$ cat src/rtl/seglog_pkg.sv
package seglog_pkg;
  typedef enum logic [1:0] {
    SEG_FREE  = 2'd0,
    SEG_FILL  = 2'd1,
    SEG_WAIT  = 2'd2,
    SEG_CHECK = 2'd3
  } seg_state_e;
endpackage

$ cat src/rtl/seglog_slot.sv
module seglog_slot
  import seglog_pkg::*;
#(
  parameter bit OPEN_AT_RESET = 1'b0
) (
  input  logic clk,
  input  logic rst_n,
  input  logic open_i,
  input  logic seal_i,
  input  logic launch_i,
  input  logic done_i,
  output logic is_free_o,
  output logic is_fill_o,
  output logic start_o
);
  seg_state_e state_q, state_d;
  logic       start_q, start_d;

  always_comb begin
    state_d = state_q;
    unique case (state_q)
      SEG_FREE:  if (open_i)   state_d = SEG_FILL;
      SEG_FILL:  if (seal_i)   state_d = SEG_WAIT;
      SEG_WAIT:  if (launch_i) state_d = SEG_CHECK;
      SEG_CHECK: if (done_i)   state_d = SEG_FREE;
      default:                 state_d = SEG_FREE;
    endcase
    start_d = (state_q == SEG_WAIT) && launch_i;
  end

  always_ff @(posedge clk or negedge rst_n) begin
    if (!rst_n) begin
      state_q <= OPEN_AT_RESET ? SEG_FILL : SEG_FREE;
      start_q <= 1'b0;
    end else begin
      state_q <= state_d;
      start_q <= start_d;
    end
  end

  assign is_free_o = (state_q == SEG_FREE);
  assign is_fill_o = (state_q == SEG_FILL);
  assign start_o   = start_q;

  // a filling segment never shows a start pulse
  p_fill_no_start_r11: assert property (@(posedge clk) disable iff (!rst_n)
    (state_q == SEG_FILL) |-> !start_o);
  // a start pulse coincides with the segment being under check
  p_start_in_check_r7: assert property (@(posedge clk) disable iff (!rst_n)
    start_o |-> (state_q == SEG_CHECK));
  // a check is only left through a done pulse
  p_check_hold_r8: assert property (@(posedge clk) disable iff (!rst_n)
    (state_q == SEG_CHECK && !done_i) |=> (state_q == SEG_CHECK));
endmodule

$ cat src/rtl/seglog_pick.sv
module seglog_pick #(
  parameter int N = 12,
  localparam int IW = (N > 1) ? $clog2(N) : 1
) (
  input  logic [N-1:0]  free_i,
  output logic          any_o,
  output logic [IW-1:0] idx_o
);
  always_comb begin
    any_o = |free_i;
    idx_o = '0;
    for (int i = N - 1; i >= 0; i--) begin
      if (free_i[i]) idx_o = IW'(i);
    end
  end
endmodule

$ cat src/rtl/seglog_fill.sv
module seglog_fill #(
  parameter int ENTRIES   = 192,
  parameter int MAX_MACRO = 8,
  parameter int ICW       = 16,
  localparam int CW = $clog2(ENTRIES + 1)
) (
  input  logic           clk,
  input  logic           rst_n,
  input  logic           clear_i,
  input  logic           accept_i,
  input  logic           rec_i,
  input  logic           retire_i,
  input  logic           irq_i,
  input  logic [ICW-1:0] max_insn_i,
  output logic           seal_o,
  output logic [CW-1:0]  cnt_o,
  output logic [CW-1:0]  cnt_nx_o,
  output logic [ICW-1:0] icnt_nx_o
);
  logic [CW-1:0]  cnt_q, cnt_d, cnt_nx, room;
  logic [ICW-1:0] icnt_q, icnt_d, icnt_nx;
  logic           low_room, at_limit;

  always_comb begin
    cnt_nx   = cnt_q + CW'(rec_i);
    icnt_nx  = icnt_q + ICW'(retire_i);
    room     = CW'(ENTRIES) - cnt_nx;
    low_room = room < CW'(MAX_MACRO);
    at_limit = icnt_nx >= max_insn_i;
    seal_o   = accept_i && (irq_i || (retire_i && (low_room || at_limit)));
    cnt_d    = cnt_q;
    icnt_d   = icnt_q;
    if (clear_i) begin
      cnt_d  = '0;
      icnt_d = '0;
    end else if (accept_i) begin
      cnt_d  = cnt_nx;
      icnt_d = icnt_nx;
    end
  end

  always_ff @(posedge clk or negedge rst_n) begin
    if (!rst_n) begin
      cnt_q  <= '0;
      icnt_q <= '0;
    end else begin
      cnt_q  <= cnt_d;
      icnt_q <= icnt_d;
    end
  end

  assign cnt_o     = cnt_q;
  assign cnt_nx_o  = cnt_nx;
  assign icnt_nx_o = icnt_nx;

  // the record count never runs past the segment size
  p_no_overflow_r3: assert property (@(posedge clk) disable iff (!rst_n)
    cnt_q <= CW'(ENTRIES));
endmodule

$ cat src/rtl/seglog_mgr.sv
module seglog_mgr #(
  parameter int NSEG        = 12,
  parameter int SEG_ENTRIES = 192,
  parameter int MAX_MACRO   = 8,
  parameter int ICW         = 16,
  parameter int DW          = 64,
  localparam int IW = (NSEG > 1) ? $clog2(NSEG) : 1,
  localparam int CW = $clog2(SEG_ENTRIES + 1),
  localparam int AW = $clog2(NSEG * SEG_ENTRIES)
) (
  input  logic            clk,
  input  logic            rst_n,
  input  logic            cmt_rec_valid,
  input  logic [DW-1:0]   cmt_rec_data,
  input  logic            cmt_retire,
  input  logic            cmt_irq,
  input  logic [ICW-1:0]  max_insn,
  input  logic            ckpt_ack,
  input  logic [NSEG-1:0] chk_done,
  output logic            stall,
  output logic            log_wr_en,
  output logic [AW-1:0]   log_wr_addr,
  output logic [DW-1:0]   log_wr_data,
  output logic            ckpt_req,
  output logic [IW-1:0]   ckpt_seg,
  output logic [NSEG-1:0] chk_start,
  output logic [CW-1:0]   chk_entries,
  output logic [ICW-1:0]  chk_insns
);
  logic            have_open_q, have_open_d;
  logic [IW-1:0]   cur_q, cur_d;
  logic            req_q, req_d;
  logic [IW-1:0]   ck_seg_q, ck_seg_d;
  logic [CW-1:0]   lat_cnt_q, lat_cnt_d;
  logic [ICW-1:0]  lat_icnt_q, lat_icnt_d;

  logic            accept, seal, launch, open_now, any_free;
  logic [IW-1:0]   pick_idx;
  logic [NSEG-1:0] free_vec, fill_vec;
  logic [CW-1:0]   cnt_cur, cnt_nx;
  logic [ICW-1:0]  icnt_nx;

  assign stall    = !have_open_q || req_q;
  assign accept   = !stall;
  assign launch   = req_q && ckpt_ack;
  assign open_now = !have_open_q && (!req_q || ckpt_ack) && any_free;

  seglog_fill #(
    .ENTRIES  (SEG_ENTRIES),
    .MAX_MACRO(MAX_MACRO),
    .ICW      (ICW)
  ) u_fill (
    .clk       (clk),
    .rst_n     (rst_n),
    .clear_i   (open_now),
    .accept_i  (accept),
    .rec_i     (cmt_rec_valid),
    .retire_i  (cmt_retire),
    .irq_i     (cmt_irq),
    .max_insn_i(max_insn),
    .seal_o    (seal),
    .cnt_o     (cnt_cur),
    .cnt_nx_o  (cnt_nx),
    .icnt_nx_o (icnt_nx)
  );

  seglog_pick #(.N(NSEG)) u_pick (
    .free_i(free_vec),
    .any_o (any_free),
    .idx_o (pick_idx)
  );

  for (genvar g = 0; g < NSEG; g++) begin : g_slot
    seglog_slot #(.OPEN_AT_RESET(g == 0)) u_slot (
      .clk      (clk),
      .rst_n    (rst_n),
      .open_i   (open_now && (pick_idx == IW'(g))),
      .seal_i   (seal && (cur_q == IW'(g))),
      .launch_i (launch && (ck_seg_q == IW'(g))),
      .done_i   (chk_done[g]),
      .is_free_o(free_vec[g]),
      .is_fill_o(fill_vec[g]),
      .start_o  (chk_start[g])
    );
  end

  always_comb begin
    have_open_d = have_open_q;
    cur_d       = cur_q;
    req_d       = req_q;
    ck_seg_d    = ck_seg_q;
    lat_cnt_d   = lat_cnt_q;
    lat_icnt_d  = lat_icnt_q;
    if (seal) begin
      have_open_d = 1'b0;
      req_d       = 1'b1;
      ck_seg_d    = cur_q;
      lat_cnt_d   = cnt_nx;
      lat_icnt_d  = icnt_nx;
    end else if (launch) begin
      req_d = 1'b0;
    end
    if (open_now) begin
      have_open_d = 1'b1;
      cur_d       = pick_idx;
    end
  end

  always_ff @(posedge clk or negedge rst_n) begin
    if (!rst_n) begin
      have_open_q <= 1'b1;
      cur_q       <= '0;
      req_q       <= 1'b0;
      ck_seg_q    <= '0;
      lat_cnt_q   <= '0;
      lat_icnt_q  <= '0;
    end else begin
      have_open_q <= have_open_d;
      cur_q       <= cur_d;
      req_q       <= req_d;
      ck_seg_q    <= ck_seg_d;
      lat_cnt_q   <= lat_cnt_d;
      lat_icnt_q  <= lat_icnt_d;
    end
  end

  assign log_wr_en   = accept && cmt_rec_valid;
  assign log_wr_addr = AW'(cur_q) * AW'(SEG_ENTRIES) + AW'(cnt_cur);
  assign log_wr_data = cmt_rec_data;
  assign ckpt_req    = req_q;
  assign ckpt_seg    = ck_seg_q;
  assign chk_entries = lat_cnt_q;
  assign chk_insns   = lat_icnt_q;

  // a pending checkpoint request is held until acknowledged
  p_req_hold_r6: assert property (@(posedge clk) disable iff (!rst_n)
    (ckpt_req && !ckpt_ack) |=> ckpt_req);
  // at most one segment is being filled at a time
  p_one_fill_r11: assert property (@(posedge clk) disable iff (!rst_n)
    $countones(fill_vec) <= 1);
  // at most one checker is launched per cycle
  p_one_start_r7: assert property (@(posedge clk) disable iff (!rst_n)
    $onehot0(chk_start));
endmodule

$ cat config.mk
export PLATFORM = sky130hd
export DESIGN_NAME = seglog_mgr
export DESIGN_NICKNAME = d
export VERILOG_FILES = /design/src/rtl/seglog_pkg.sv /design/src/rtl/seglog_slot.sv /design/src/rtl/seglog_pick.sv /design/src/rtl/seglog_fill.sv /design/src/rtl/seglog_mgr.sv
export SDC_FILE = /design/constraint.sdc
export NUM_CORES = 1
export LEC_CHECK = 0
export BUFFER_PORTS_ARGS = -buffer_cell sky130_fd_sc_hd__clkbuf_2
export CORE_ASPECT_RATIO = 1.5
export CORE_MARGIN = 10
export CORE_UTILIZATION = 53
export CTS_BUF_LIST = sky130_fd_sc_hd__clkbuf_8
export CTS_CLUSTER_SIZE = 16
export DETAILED_ROUTE_END_ITERATION = 8
export PLACE_DENSITY = 0.88
export SETUP_SLACK_MARGIN = 0.02
export SLEW_MARGIN = 5
export SYNTH_ARGS = -nofsm -noshare
export SYNTH_HDL_FRONTEND = slang
export SYNTH_SLANG_ARGS = --single-unit
$ cat constraint.sdc
create_clock -name clk -period 5.4 [get_ports clk]
set_input_delay 1.62 -clock clk [delete_from_list [all_inputs] [get_ports clk]]
set_output_delay 1.62 -clock clk [all_outputs]
set_load 0.1 [all_outputs]
==> flow_metrics.env, run 1 <==
export IMPL_slowest_delay_ns=0.53
export IMPL_tns_ns=0
export IMPL_crit_cells=18
export IMPL_cts_num_sinks=94
export IMPL_max_freq_mhz=200
export IMPL_rsz0062_at_grt="no"
export IMPL_yosysUniqueCellTypes=56
export IMPL_ff2ff_path_depth=17
export IMPL_io_pins=217
export IMPL_setup_viol_count_final=0
export IMPL_cts_hold_buf=0
export IMPL_synthFlopType="dfrtp_1"
export IMPL_drc=0
export IMPL_drive_gt1_frac=0.207
export IMPL_power_density_nw_per_um2=397
export IMPL_switching_share=0.491
export IMPL_wl_mm=16.3
export IMPL_power_leakage_nw=3.60
export IMPL_initial_utilization=0.540
export IMPL_critPathKind="input port to flop"
export IMPL_worstReg2RegStart="u_fill.icnt_q[0]"
export IMPL_startpoint_type="input port"
export IMPL_worstSetupEndpoint="g_slot[1].u_slot.state_q[1]"
export IMPL_ff2ff_setup_slack_ns=1.38
export IMPL_cts_resized=0
export IMPL_critPathArrivalTime_ns=5.25
export IMPL_grt_overflow=0
export IMPL_p_int_mw=1.40
export IMPL_layout_nets=902
export IMPL_synth_compound_area_frac=0.121
export IMPL_synthMuxAreaShare=0.0742
export IMPL_switching_power_mw=1.35
export IMPL_ys_seq_elements=94
export IMPL_antenna_found_initial=0
export IMPL_instances_no_fill=882
export IMPL_fp_row_count=50
export IMPL_routedWlPerCell_microns=18.5
export IMPL_slowest_stage="o311ai_0"
export IMPL_synth_warnings=0
export IMPL_synthAdderAreaFrac=0.155
export IMPL_grt_pass1_vias=5250
export IMPL_dieArea_sq_um=17700
export IMPL_hp_class="flop to flop"
export IMPL_synth_top_family_by_area="adder cells"
export IMPL_clk_latency_ns=0.37
export IMPL_post_cts_buffers=0
export IMPL_ant_nets=0
export IMPL_layout_min_cycle_time_ns=5.00
export IMPL_synthXorXnorAreaFrac=0.0326
export IMPL_finalCritPeriodShare=0.926
export IMPL_status="finished, final reports clean"
export IMPL_finalWeightedCongestion=0.987
export IMPL_syn_avg_cell_area_sq_um=9.49
export IMPL_cap_violations=0
export IMPL_fp_coreArea_sq_um=12400
export IMPL_grt_pass1_wl_mm=26.2
export IMPL_worst_pin_slew_ns=1.13
export IMPL_fin_skew_ns=0.0145
export IMPL_cts_buffer_depth=2
export IMPL_grt_total_usage=0.182
export IMPL_port_buffers=88
export IMPL_yosysSeqAreaShare=0.350
export IMPL_timing_slew_headroom=0.247
export IMPL_cp_startpoint="cmt_retire"
export IMPL_area_delta_synth_final_pct=3.24
export IMPL_die_x_microns=112
export IMPL_synthCells=709
export IMPL_ys_async_sr_fraction=1.00
export IMPL_comb_power_share=0.505
export IMPL_cts_tree="built"
export IMPL_diodes=0
export IMPL_cts_buffers=9
export IMPL_die_h_microns=158
export IMPL_synth_edf_count=0
export IMPL_maxSlewViolCount=0
export IMPL_vias=5016
export IMPL_dp_hpwl_mm=12.8
export IMPL_synth_area_sq_um=6730
export IMPL_layout_common_cells="dfrtp_1 (92), clkbuf_2 (87), nand2_1 (86)"
export IMPL_path_cells="clkbuf_2 -> ha_1 -> ha_1 -> nand3_1 -> nor4_1 -> buf_4 -> nand3_1 -> xnor2_1 -> ha_1 -> nand2_1 -> nor2_1 -> a2111oi_0 -> buf_4 -> a31oi_4 -> o311ai_0 -> buf_4 -> a21oi_1 -> mux2_2"
export IMPL_cts_root_buf="clkbuf_8"
export IMPL_grt_max_degree=59
export IMPL_drt_initial_drc_count=299
export IMPL_worst_r2r_endpoint="g_slot[1].u_slot.state_q[1]"
export IMPL_finalHoldViolCount=0
export IMPL_cts_htree_levels=3
export IMPL_placed_cells=867
export IMPL_crit_path_end_kind="flop"
export IMPL_required_ns=5.66
export IMPL_critPathBufInv=4
export IMPL_p_seq_frac=0.325
export IMPL_clkPwrFrac=0.170
export IMPL_clk_pin_slew_ns=0.08
export IMPL_cp_top_family="compound AO/OA/AOI/OAI gates"
export IMPL_final_common_cell="dfrtp_1"
export IMPL_yosys_area_share_simple=0.135
export IMPL_syn_nets=889
export IMPL_first_pass_iters=5
export IMPL_viasPerCell=5.69
export IMPL_peakVddDrop_mv=0.307
export IMPL_crit_path_max_fanout=13
==> registers in the layout, summed over array words and instances, names as in the netlist <==
| signal | count |
|---|---|
| u_fill.cnt_o | 8 |
| chk_insns | 16 |
| have_open_q | 1 |
| ckpt_seg | 4 |
| u_fill.icnt_q | 16 |
| chk_entries | 8 |
| g_slot.u_slot.state_q | 24 |
| g_slot.u_slot.start_o | 12 |
| ckpt_req | 1 |
| cur_q | 4 |
==> worst register-to-register path, stage by stage, from the launching register on <==
cell and delay [ns]:
dfrtp_1 0.36, ha_1 0.19, ha_1 0.24, nand3_1 0.16, nor4_1 0.31, buf_4 0.19, nand3_1 0.09, xnor2_1 0.21
ha_1 0.26, nand2_1 0.07, nor2_1 0.05, a2111oi_0 0.29, buf_4 0.19, a31oi_4 0.19, o311ai_0 0.53, buf_4 0.19
a21oi_1 0.09, mux2_2 0.28
==> Yosys cell counts, drive strengths merged (3+ instances only) <==
cell type | n | area, sq um
nor2b | 8 | 50.1
nand3 | 14 | 70.1
o31ai | 5 | 37.5
clkbuf | 10 | 37.5
and3 | 17 | 106
dfrtp | 92 | 2300
buf | 86 | 641
mux2i | 15 | 150
a21o | 7 | 52.6
xnor2 | 9 | 78.8
nand2 | 86 | 323
a211oi | 3 | 22.5
a221oi | 5 | 68.8
mux2 | 31 | 349
ha | 80 | 1000
a221o | 3 | 31.3
xor2 | 16 | 140
nand2b | 5 | 31.3
nor4 | 5 | 31.3
nor3 | 6 | 41.3
a21oi | 20 | 100
a22o | 3 | 26.3
o22ai | 3 | 18.8
nor2 | 29 | 109
o21ai | 50 | 250
o311ai | 12 | 105
inv | 56 | 210
==> through the flow <==
| stage | hold WS [ns] | setup WS [ns] | power [mW] | cell area, sq um | util |
|---|---|---|---|---|---|
| 3_3_place_gp | 0.464 | 0.283 | 2.26 | 6760 | 0.543 |
| 3_5_place_dp | 0.471 | 0.137 | 2.30 | 6760 | 0.543 |
| 6_report | 0.486 | 0.401 | 2.75 | 6940 | 0.558 |
| 2_1_floorplan | 0.497 | 0.0694 | 2.22 | 6730 | - |
| 4_1_cts | 0.491 | 0.482 | 2.76 | 6940 | 0.558 |
| 5_1_grt | 0.528 | 0.238 | 2.91 | 6940 | 0.558 |
==> routing by layer <==
metal | GRT usage | part of all wire
met5 | 0 | 0
met4 | 0.130 | 0.063
met3 | 0.0352 | 0.058
met2 | 0.333 | 0.52
met1 | 0.180 | 0.36
==> worst min-delay path by stage <==
stage / from / endpoint / depth (start not counted)
2_1_floorplan: u_fill.icnt_q[9] / u_fill.icnt_q[9] / 1
3_3_place_gp: chk_insns[0] / chk_insns[0] / 2
3_5_place_dp: chk_entries[6] / chk_entries[6] / 2
4_1_cts: chk_entries[6] / chk_entries[6] / 2
5_1_grt: chk_entries[1] / chk_entries[1] / 1
6_report: chk_entries[6] / chk_entries[6] / 2
==> cell type report <==
class	count	area, sq um
Tap cell	156	195
Inverter	56	210
Sequential cell	94	2350
Clock inverter	5	45.0
Timing Repair Buffer	98	518
Clock buffer	10	138
Fill cell	1054	5510
Multi-Input combinational cell	463	3480
==> power by group through the flow <==
stage	Clock (mW)	Combinational, mW	Sequential (mW)
floorplan	0	1.13	1.08
global placement	0	1.36	0.901
detailed placement	0	1.39	0.907
CTS	0.469	1.39	0.894
global route	0.500	1.50	0.911
finish	0.468	1.39	0.895
==> logic make-up after synthesis <==
group | after synthesis
simple gates | 188
buf+inv | 152
compound gates | 122
flops | 94
fa+ha+maj | 82
mux | 46
xor+xnor | 25
(Power assumes the default switching activity.)
==> run 2, diff against run 1 <==
--- a/config.mk
+++ b/config.mk
@@ -12,7 +12,7 @@
 export CTS_BUF_LIST = sky130_fd_sc_hd__clkbuf_8
 export CTS_CLUSTER_SIZE = 16
 export DETAILED_ROUTE_END_ITERATION = 8
-export PLACE_DENSITY = 0.88
+export PLACE_DENSITY = 0.83
 export SETUP_SLACK_MARGIN = 0.02
 export SLEW_MARGIN = 5
 export SYNTH_ARGS = -nofsm -noshare
==> run 2 against run 1 <==
- final cell count up 0.34%
- combinational power about the same
- flip-flop and latch count unchanged
- global-route usage down 1.0 points
- die area unchanged
- wire length down 7.1%
- critical path type unchanged
- critical path depth down 1
- clock skew down 0.0045 ns
- hold slack better by 0.025 ns
- register-to-register slack better by 0.13 ns
- sequential power down 0.6%
==> flow_metrics.env, run 2 (synthesis gave the netlist of run 1 again) <==
export IMPL_finalHoldViolCount=0
export IMPL_tns_ns=0
export IMPL_grt_pass1_wl_mm=24.9
export IMPL_die_h_microns=158
export IMPL_cts_num_sinks=94
export IMPL_cts_hold_buf=0
export IMPL_path_common_cell="ha_1"
export IMPL_viasPerCell=5.48
export IMPL_power_leakage_nw=3.61
export IMPL_grt_total_usage=0.172
export IMPL_fp_row_count=50
export IMPL_crit_path_end_kind="flop"
export IMPL_layout_min_cycle_time_ns=4.86
export IMPL_critPathKind="input port to flop"
export IMPL_cts_htree_levels=3
export IMPL_top_register="g_slot.u_slot.state_q"
export IMPL_drt_initial_drc_count=168
export IMPL_power_total_mw=2.77
export IMPL_slowest_stage="o311ai_0"
export IMPL_design_area_sq_um=6980
export IMPL_place_area_sq_um=6780
export IMPL_routedWlPerCell_microns=17.1
export IMPL_required_ns=5.66
export IMPL_cts_resized=0
export IMPL_wl_mm=15.1
export IMPL_dieArea_sq_um=17700
export IMPL_cts_root_buf="clkbuf_8"
export IMPL_vias=4849
export IMPL_cts_buffers=9
export IMPL_finalWeightedCongestion=0.872
export IMPL_cp_top_family="compound AO/OA/AOI/OAI gates"
export IMPL_startpoint_type="input port"
export IMPL_instances_no_fill=885
export IMPL_grt_overflow=0
export IMPL_fp_coreArea_sq_um=12400
export IMPL_layout_nets=904
export IMPL_post_cts_buffers=0
export IMPL_antenna_found_initial=0
export IMPL_fin_skew_ns=0.00996
export IMPL_ff2ff_path_depth=16
export IMPL_layout_common_cells="dfrtp_1 (92), clkbuf_2 (87), nand2_1 (86)"
export IMPL_drc=0
export IMPL_crit_path_max_fanout=13
export IMPL_status="finished, final reports clean"
export IMPL_finalCritPeriodShare=0.901
export IMPL_area_delta_synth_final_pct=3.81
export IMPL_largest_reg_flops=24
export IMPL_hp_class="flop to flop"
export IMPL_slowest_delay_ns=0.53
export IMPL_cap_violations=0
export IMPL_port_buffers=88
export IMPL_setup_viol_count_final=0
export IMPL_io_pins=217
export IMPL_diodes=0
export IMPL_ant_nets=0
export IMPL_cts_tree="built"
export IMPL_clk_pin_slew_ns=0.09
export IMPL_dp_hpwl_mm=11.7
export IMPL_maxSlewViolCount=0
export IMPL_cts_buffer_depth=2
export IMPL_crit_cells=17
export IMPL_clk_latency_ns=0.38
export IMPL_first_pass_iters=5
export IMPL_critPathBufInv=3
export IMPL_max_freq_mhz=206
export IMPL_grt_max_degree=70
export IMPL_power_density_nw_per_um2=397
export IMPL_critPathArrivalTime_ns=5.13
export IMPL_grt_pass1_vias=5057
export IMPL_peakVddDrop_mv=0.293
export IMPL_drive_gt1_frac=0.215
export IMPL_timing_slew_headroom=0.243
export IMPL_initial_utilization=0.540
export IMPL_die_x_microns=112
export IMPL_placed_cells=869
export IMPL_hold_depth=2
export IMPL_final_common_cell="dfrtp_1"
export IMPL_rsz0062_at_grt="no"
export IMPL_worst_pin_slew_ns=1.13
export IMPL_path_cells="clkbuf_2 -> ha_1 -> ha_1 -> nand3_1 -> nor4_1 -> buf_4 -> nand3_1 -> xnor2_1 -> ha_1 -> nand2_1 -> nor2_1 -> a2111oi_0 -> buf_4 -> a31oi_4 -> o311ai_0 -> a21oi_1 -> mux2_2"
[run 2: changes by cell type in the layout (fill, tap and decap cells not counted)]
cell        delta
clkinvlp_4     +1
buf_4          +2
clkinv_2       +1
clkinv_4       +1
inv_1          -4
inv_6          +2
[run 2: power by group]
group          total [mW]  internal [mW]  switching, mW
clock               0.499          0.230          0.269
sequential          0.890          0.803         0.0865
combinational        1.39          0.380           1.01
[run 2: layer usage]
metal  share of wire  track usage  up-vias
li1                -            -     2373
met1            0.38        0.179     2304
met2            0.54        0.316      135
met3           0.053       0.0386       37
met4           0.030       0.0873        0
met5               0            0        -
[run 2: through the flow]
step	hold slack [ns]	utilization	worst slack, ns
floorplan	0.497	-	0.0694
global placement	0.468	0.544	0.271
detailed placement	0.482	0.544	0.111
CTS	0.506	0.561	0.503
global route	0.520	0.561	0.111
finish	0.511	0.561	0.536
[run 2: path summary, 6_finish.rpt]
| check | startpoint | endpoint | slack (ns) |
|---|---|---|---|
| setup / recovery | cmt_retire | g_slot[2].u_slot.state_q[1] | 0.54 |
| hold / removal | chk_insns[0] | chk_insns[0] | 0.51 |
| setup reg to reg | u_fill.icnt_q[0] | g_slot[2].u_slot.state_q[1] | 1.51 |
| hold reg to reg | chk_insns[0] | chk_insns[0] | 0.51 |
| max in group asynchronous | rst_n | g_slot[9].u_slot.state_q[1] | 3.17 |
| min in group asynchronous | rst_n | g_slot[2].u_slot.start_o | 1.36 |
[run 2: final cells by class]
cell class	instances	area [sq um]
Clock inverter	6	68.8
Fill cell	1113	5470
Clock buffer	10	138
Tap cell	156	195
Timing Repair Buffer	100	533
Inverter	56	210
Sequential cell	94	2350
Multi-Input combinational cell	463	3480
[run 2: worst reg2reg max path, stage by stage (launching register included)]
cell and delay [ns]:
dfrtp_1 0.36, ha_1 0.19, ha_1 0.22, nand3_1 0.15, nor4_1 0.29, buf_4 0.18
nand3_1 0.09, xnor2_1 0.19, ha_1 0.26, nand2_1 0.08, nor2_1 0.05, a2111oi_0 0.34
buf_4 0.20, a31oi_4 0.18, o311ai_0 0.54, a21oi_1 0.19, mux2_2 0.29
